**config.mk**
```make
export PLATFORM = sky130hd
export DESIGN_NAME = simd_media_alu
export DESIGN_NICKNAME = d
export VERILOG_FILES = /design/src/rtl/simd_media_alu_pkg.sv /design/src/rtl/simd_lane_minmax.sv /design/src/rtl/simd_mulhi.sv /design/src/rtl/simd_sad.sv /design/src/rtl/simd_shuffle.sv /design/src/rtl/simd_media_alu.sv
export SDC_FILE = /design/constraint.sdc
export NUM_CORES = 2
export LEC_CHECK = 0
export BUFFER_PORTS_ARGS = -buffer_cell sky130_fd_sc_hd__clkbuf_2
export CAP_MARGIN = 20
export CORE_ASPECT_RATIO = 0.6
export CORE_MARGIN = 4
export CORE_UTILIZATION = 60
export CTS_BUF_LIST = sky130_fd_sc_hd__clkbuf_4
export DETAILED_ROUTE_END_ITERATION = 8
export GPL_ROUTABILITY_DRIVEN = 1
export GPL_TIMING_DRIVEN = 0
export PLACE_DENSITY = 0.9
export SLEW_MARGIN = 20
export SYNTH_ARGS = -nofsm -noshare
export SYNTH_HDL_FRONTEND = slang
export SYNTH_SLANG_ARGS = --single-unit
```
**constraint.sdc**
```tcl
create_clock -name clk_i -period 1.14 [get_ports clk_i]
set_input_delay 0 -clock clk_i [delete_from_list [all_inputs] [get_ports clk_i]]
set_output_delay 0 -clock clk_i [all_outputs]
set_load 0.1 [all_outputs]
```
**src/rtl/simd_media_alu_pkg.sv**
```systemverilog
package simd_media_alu_pkg;
  typedef enum logic [3:0] {
    OP_UMAXB  = 4'd0,
    OP_UMINB  = 4'd1,
    OP_SMAXW  = 4'd2,
    OP_SMINW  = 4'd3,
    OP_MSKB   = 4'd4,
    OP_MULHUW = 4'd5,
    OP_SADB   = 4'd6,
    OP_SHUFW  = 4'd7
  } media_op_e;

  localparam int unsigned SAD_W = 16;
endpackage

```
**src/rtl/simd_lane_minmax.sv**
```systemverilog
module simd_lane_minmax #(
  parameter int unsigned DATA_W    = 64,
  parameter int unsigned LANE_W    = 8,
  parameter bit          IS_SIGNED = 1'b0
) (
  input  logic [DATA_W-1:0] a_i,
  input  logic [DATA_W-1:0] b_i,
  input  logic              sel_max_i,
  output logic [DATA_W-1:0] y_o
);
  localparam int unsigned N_LANES = DATA_W / LANE_W;

  for (genvar l = 0; l < N_LANES; l++) begin : g_lane
    logic [LANE_W-1:0] la, lb;
    logic              a_gt;
    assign la = a_i[l*LANE_W +: LANE_W];
    assign lb = b_i[l*LANE_W +: LANE_W];
    if (IS_SIGNED) begin : g_s
      assign a_gt = $signed(la) > $signed(lb);
    end else begin : g_u
      assign a_gt = la > lb;
    end
    assign y_o[l*LANE_W +: LANE_W] = (a_gt == sel_max_i) ? la : lb;
  end
endmodule

```
**src/rtl/simd_mulhi.sv**
```systemverilog
module simd_mulhi #(
  parameter int unsigned DATA_W = 64
) (
  input  logic [DATA_W-1:0] a_i,
  input  logic [DATA_W-1:0] b_i,
  output logic [DATA_W-1:0] y_o
);
  localparam int unsigned N_W = DATA_W / 16;

  for (genvar w = 0; w < N_W; w++) begin : g_word
    logic [31:0] prod;
    assign prod = 32'(a_i[w*16 +: 16]) * 32'(b_i[w*16 +: 16]);
    assign y_o[w*16 +: 16] = prod[31:16];
  end
endmodule

```
**src/rtl/simd_sad.sv**
```systemverilog
module simd_sad #(
  parameter int unsigned DATA_W = 64
) (
  input  logic [DATA_W-1:0]                     a_i,
  input  logic [DATA_W-1:0]                     b_i,
  output logic [simd_media_alu_pkg::SAD_W-1:0]  sum_o
);
  import simd_media_alu_pkg::*;
  localparam int unsigned N_B = DATA_W / 8;

  logic [N_B-1:0][7:0] diff;

  for (genvar i = 0; i < N_B; i++) begin : g_diff
    logic [7:0] ab, bb;
    assign ab = a_i[i*8 +: 8];
    assign bb = b_i[i*8 +: 8];
    assign diff[i] = (ab > bb) ? (ab - bb) : (bb - ab);
  end

  always_comb begin
    sum_o = '0;
    for (int i = 0; i < N_B; i++) sum_o = sum_o + SAD_W'(diff[i]);
  end
endmodule

```
**src/rtl/simd_shuffle.sv**
```systemverilog
module simd_shuffle #(
  parameter int unsigned DATA_W = 64
) (
  input  logic [DATA_W-1:0] a_i,
  input  logic [7:0]        imm_i,
  output logic [DATA_W-1:0] y_o
);
  localparam int unsigned N_GRP = DATA_W / 64;

  // Each 64-bit group is permuted independently with the same immediate
  for (genvar g = 0; g < N_GRP; g++) begin : g_grp
    logic [3:0][15:0] src;
    assign src = a_i[g*64 +: 64];
    for (genvar d = 0; d < 4; d++) begin : g_dst
      assign y_o[g*64 + d*16 +: 16] = src[imm_i[2*d +: 2]];
    end
  end
endmodule

```
**src/rtl/simd_media_alu.sv**
```systemverilog
module simd_media_alu
  import simd_media_alu_pkg::*;
#(
  parameter int unsigned DATA_W = 64
) (
  input  logic              clk_i,
  input  logic              rst_ni,
  input  logic              valid_i,
  input  logic [3:0]        op_i,
  input  logic [DATA_W-1:0] a_i,
  input  logic [DATA_W-1:0] b_i,
  input  logic [7:0]        imm_i,
  output logic              valid_o,
  output logic              illegal_o,
  output logic [DATA_W-1:0] result_o
);
  localparam int unsigned N_B     = DATA_W / 8;
  localparam int unsigned SAD_MAX = N_B * 255;

  logic [DATA_W-1:0] ub_y, sw_y, mul_y, shuf_y, res_d;
  logic [SAD_W-1:0]  sad_sum;
  logic [N_B-1:0]    mask;
  logic              ill_d, ill_q;
  logic [3:0]        op_q;

  simd_lane_minmax #(.DATA_W(DATA_W), .LANE_W(8), .IS_SIGNED(1'b0)) u_ub (
    .a_i(a_i), .b_i(b_i), .sel_max_i(op_i == OP_UMAXB), .y_o(ub_y)
  );

  simd_lane_minmax #(.DATA_W(DATA_W), .LANE_W(16), .IS_SIGNED(1'b1)) u_sw (
    .a_i(a_i), .b_i(b_i), .sel_max_i(op_i == OP_SMAXW), .y_o(sw_y)
  );

  simd_mulhi #(.DATA_W(DATA_W)) u_mul (.a_i(a_i), .b_i(b_i), .y_o(mul_y));

  simd_sad #(.DATA_W(DATA_W)) u_sad (.a_i(a_i), .b_i(b_i), .sum_o(sad_sum));

  simd_shuffle #(.DATA_W(DATA_W)) u_shuf (.a_i(a_i), .imm_i(imm_i), .y_o(shuf_y));

  for (genvar i = 0; i < N_B; i++) begin : g_mask
    assign mask[i] = a_i[i*8 + 7];
  end

  always_comb begin
    res_d = '0;
    ill_d = 1'b0;
    case (op_i)
      OP_UMAXB, OP_UMINB: res_d = ub_y;
      OP_SMAXW, OP_SMINW: res_d = sw_y;
      OP_MSKB:            res_d = DATA_W'(mask);
      OP_MULHUW:          res_d = mul_y;
      OP_SADB:            res_d = DATA_W'(sad_sum);
      OP_SHUFW:           res_d = shuf_y;
      default:            ill_d = 1'b1;
    endcase
  end

  always_ff @(posedge clk_i or negedge rst_ni) begin
    if (!rst_ni) begin
      valid_o  <= 1'b0;
      ill_q    <= 1'b0;
      op_q     <= '0;
      result_o <= '0;
    end else begin
      valid_o <= valid_i;
      if (valid_i) begin
        ill_q    <= ill_d;
        op_q     <= op_i;
        result_o <= res_d;
      end
    end
  end

  assign illegal_o = ill_q & valid_o;

  assert_valid_rise_R2: assert property (@(posedge clk_i) disable iff (!rst_ni)
    valid_i |=> valid_o);
  assert_valid_idle_R2: assert property (@(posedge clk_i) disable iff (!rst_ni)
    !valid_i |=> !valid_o);
  assert_hold_R2: assert property (@(posedge clk_i) disable iff (!rst_ni)
    !valid_i |=> $stable(result_o));
  assert_mask_upper_zero_R5: assert property (@(posedge clk_i) disable iff (!rst_ni)
    (valid_i && op_i == OP_MSKB) |=> result_o[DATA_W-1:N_B] == '0);
  assert_sad_upper_zero_R7: assert property (@(posedge clk_i) disable iff (!rst_ni)
    (valid_i && op_i == OP_SADB) |=> result_o[DATA_W-1:SAD_W] == '0);
  assert_sad_bound_R7: assert property (@(posedge clk_i) disable iff (!rst_ni)
    (valid_o && op_q == OP_SADB) |-> result_o[SAD_W-1:0] <= SAD_W'(SAD_MAX));
  assert_illegal_zero_R9: assert property (@(posedge clk_i) disable iff (!rst_ni)
    illegal_o |-> result_o == '0);
  assert_illegal_flag_R9: assert property (@(posedge clk_i) disable iff (!rst_ni)
    (valid_i && op_i[3]) |=> illegal_o);
endmodule

```
==> impl_metrics.json <==
{
  "rsz0062_at_grt": "yes",
  "syn2layout_area_growth_pct": 29.36,
  "ys_ff_latch": 66,
  "max-slew-margin-rel_pct": 7.900,
  "cts_root_buf": "clkbuf_4",
  "vias_per_cell": 6.825,
  "clock-sinks": 66,
  "start_kind": "input pin",
  "io-pin-count": 209,
  "fin_ws_ns": -5.421,
  "setup-violations-final": 131,
  "wl_per_cell_um": 30.64,
  "min_period_ns": 6.561,
  "cts_buffer_depth": 2,
  "cp_max_fo": 8,
  "row_count": 79,
  "antenna_found_initial": 20,
  "whs_ns": -0.03229,
  "synthTopCellsByCount": "inv_1 (1141), nand2_1 (828), fa_1 (827)",
  "cp.arrival_ns": 6.98,
  "synth_cell_types": 96,
  "worstHoldPathType": "input pin to async pin",
  "drt-total-wl_mm": 220.8,
  "initial_core_util_pct": 60.58,
  "critPathMostFrequentCell": "fa_1",
  "dr.pass1.iters": 9,
  "synth_top_cell_by_area": "fa_1",
  "ys_seq_area_share_pct": 3.514,
  "drtIter0Drc": 8102,
  "final_cell_area_um2": 60810,
  "drive_gt1_share_pct": 23.69,
  "use_met1_pct": 65.75,
  "fin_crit_sh_pct": 575.6,
  "nNetsFinal": 7712,
  "top_usage_layer": "met2",
  "num_vias": 49198,
  "postSynthAreaPerCell_um2": 8.439,
  "slowest_delay_ns": 0.57,
  "clk_latency_ns": 0.59,
  "die_h_um": 224.8,
  "ys_top_cells_by_area": "fa_1 (35%), ha_1 (16%), inv_1 (9.1%)",
  "nFillCells": 4737,
  "status": "finished, violations left",
  "synth-main-ff-cell": "dfrtp_1",
  "use_met2_pct": 68.06,
  "syn_area_um2": 47010,
  "max_cap_viol_count": 0,
  "place_area_um2": 51360,
  "dieWidth_um": 369.3,
  "synth_top_area_share_pct": 35.22,
  "synth_edf_count": 0,
  "yosysMostFrequentCell": "inv_1",
  "async_reset_ff_share_pct": 100.0,
  "overflow": 0,
  "grt_first_pass_wirelength_mm": 306.9,
  "antenna_left": 0,
  "cts_tree": "built",
  "dieArea_um2": 83030,
  "required_ns": 1.56,
  "cts_inserted_buffers": 9,
  "cp-end-kind": "flip-flop",
  "skew_ns": 0,
  "timing.final.hold_violations": 11,
  "syn_nets": 7151,
  "fmax_mhz": 152.4,
  "grt_usage_pct": 50.05,
  "drv_slew": 0,
  "grt_pass1_vias": 48301,
  "place_congestion": 1.087,
  "violations": "DRC, hold timing, setup timing",
  "tightest_slew_ns": 1.381,
  "grtUsageMet3_pct": 24.44,
  "cts.clk_slew.worst_paths_ns": 0.15,
  "grt_max_degree": 35,
  "ys_warn_count": 0,
  "core-area_um2": 77590,
  "synthCells": 5570,
  "drc": 54,
  "crit_slowest_cell": "fa_1",
  "port_buffers": 198,
  "htreeDepth": 3,
  "post-dp-hpwl_mm": 153.7,
  "path_class": "input pin to flip-flop"
}
## worst paths after layout
check / from / endpoint / slack (ns) / depth (start not counted)
max in group asynchronous: rst_ni / result_o[24] / 0.45 / 3
hold / removal: rst_ni / result_o[58] / -0.03 / 2
min in group clk_i: a_i[6] / result_o[6] / 0 / 5
setup / recovery: b_i[7] / result_o[8] / -5.42 / 32
hold reg to reg: result_o[53] / result_o[53] / 0.61 / 1
setup reg to reg: result_o[8] / result_o[8] / -0.39 / 5
## area by class of cell
type | count | area [um2] | area share, %
Antenna cell | 22 | 55.05 | 0.09054
Buffer | 284 | 3556 | 5.848
Clock buffer | 12 | 90.09 | 0.1482
Clock inverter | 2 | 7.507 | 0.01235
Inverter | 1162 | 4526 | 7.443
Multi-Input combinational cell | 4054 | 42910 | 70.56
Sequential cell | 66 | 1692 | 2.782
Tap cell | 1053 | 1318 | 2.167
Timing Repair Buffer | 554 | 6656 | 10.95
## sequential cells by signal, summed over array words and instances, names as in the netlist
| signal | count |
|---|---|
| valid_o | 1 |
| ill_q | 1 |
| result_o | 64 |
## placed cells by master (no fill, tap or decap), types with 38 or more instances in the layout
cell | Yosys | final
clkbuf_2 | 2 | 53
a21oi_1 | 243 | 192
clkbuf_4 | 0 | 53
clkbuf_1 | 245 | 73
a21o_1 | 65 | 63
mux2i_1 | 124 | 118
buf_4 | 4 | 255
nand2_1 | 828 | 743
clkbuf_16 | 0 | 167
o21ai_0 | 121 | 86
and2_1 | 63 | 60
nand2_2 | 0 | 50
fa_1 | 827 | 800
ha_1 | 611 | 549
ha_4 | 0 | 54
mux4_2 | 64 | 64
nor2_1 | 367 | 354
clkbuf_8 | 0 | 70
nand3_1 | 80 | 71
xnor2_1 | 78 | 46
buf_12 | 0 | 38
o211ai_1 | 40 | 40
buf_6 | 3 | 70
inv_2 | 3 | 68
inv_1 | 1141 | 1046
## worst max-delay path, delay by kind of cell
family	cells	cell delay, ns
compound gates	9	1.28
xor+xnor	1	0.19
fa+ha+maj	7	2.78
buf+inv	8	1.17
mux	1	0.32
simple gates	6	1.23
## cells by family after synthesis
family                   synth area share (%)
flip-flops                              3.514
multiplexers                            6.186
XOR/XNOR                                2.460
buffers and inverters                   11.71
AND/OR/NAND/NOR                         13.55
AO/OA/AOI/OAI                           11.10
adder cells (fa/ha/maj)                 51.49
## layer usage
metal | wire length [um] | up-vias
li1 | - | 18867
met1 | 75730 | 23514
met2 | 84900 | 5182
met3 | 41220 | 1619
met4 | 18740 | 16
met5 | 250 | -
## per-stage QoR
step,setup WS [ns],util [%],cells,TNS [ns]
4_1_cts,-5.037,75.52,7065,-271.55
6_report,-5.421,78.37,7209,-290.83
2_1_floorplan,-5.127,-,5570,-258.76
3_5_place_dp,-6.685,66.19,6822,-348.12
5_1_grt,-5.512,78.33,7198,-294.81
3_3_place_gp,-6.683,66.16,6821,-386.09
## what timing repair did
| action | CTS | global route |
|---|---|---|
| cloned | 2 | 1 |
| gates resized for setup | 1047 | 344 |
| hold buffers | 15 | 0 |
| buffers inserted | 215 | 124 |
| hold endpoints to repair | 79 | 0 |
| pin swaps | 213 | 191 |
| endpoints found under the setup margin | 131 | 130 |
Power is not shown: default switching activity piles up to over one toggle a cycle in this logic, so the estimate is an artifact.
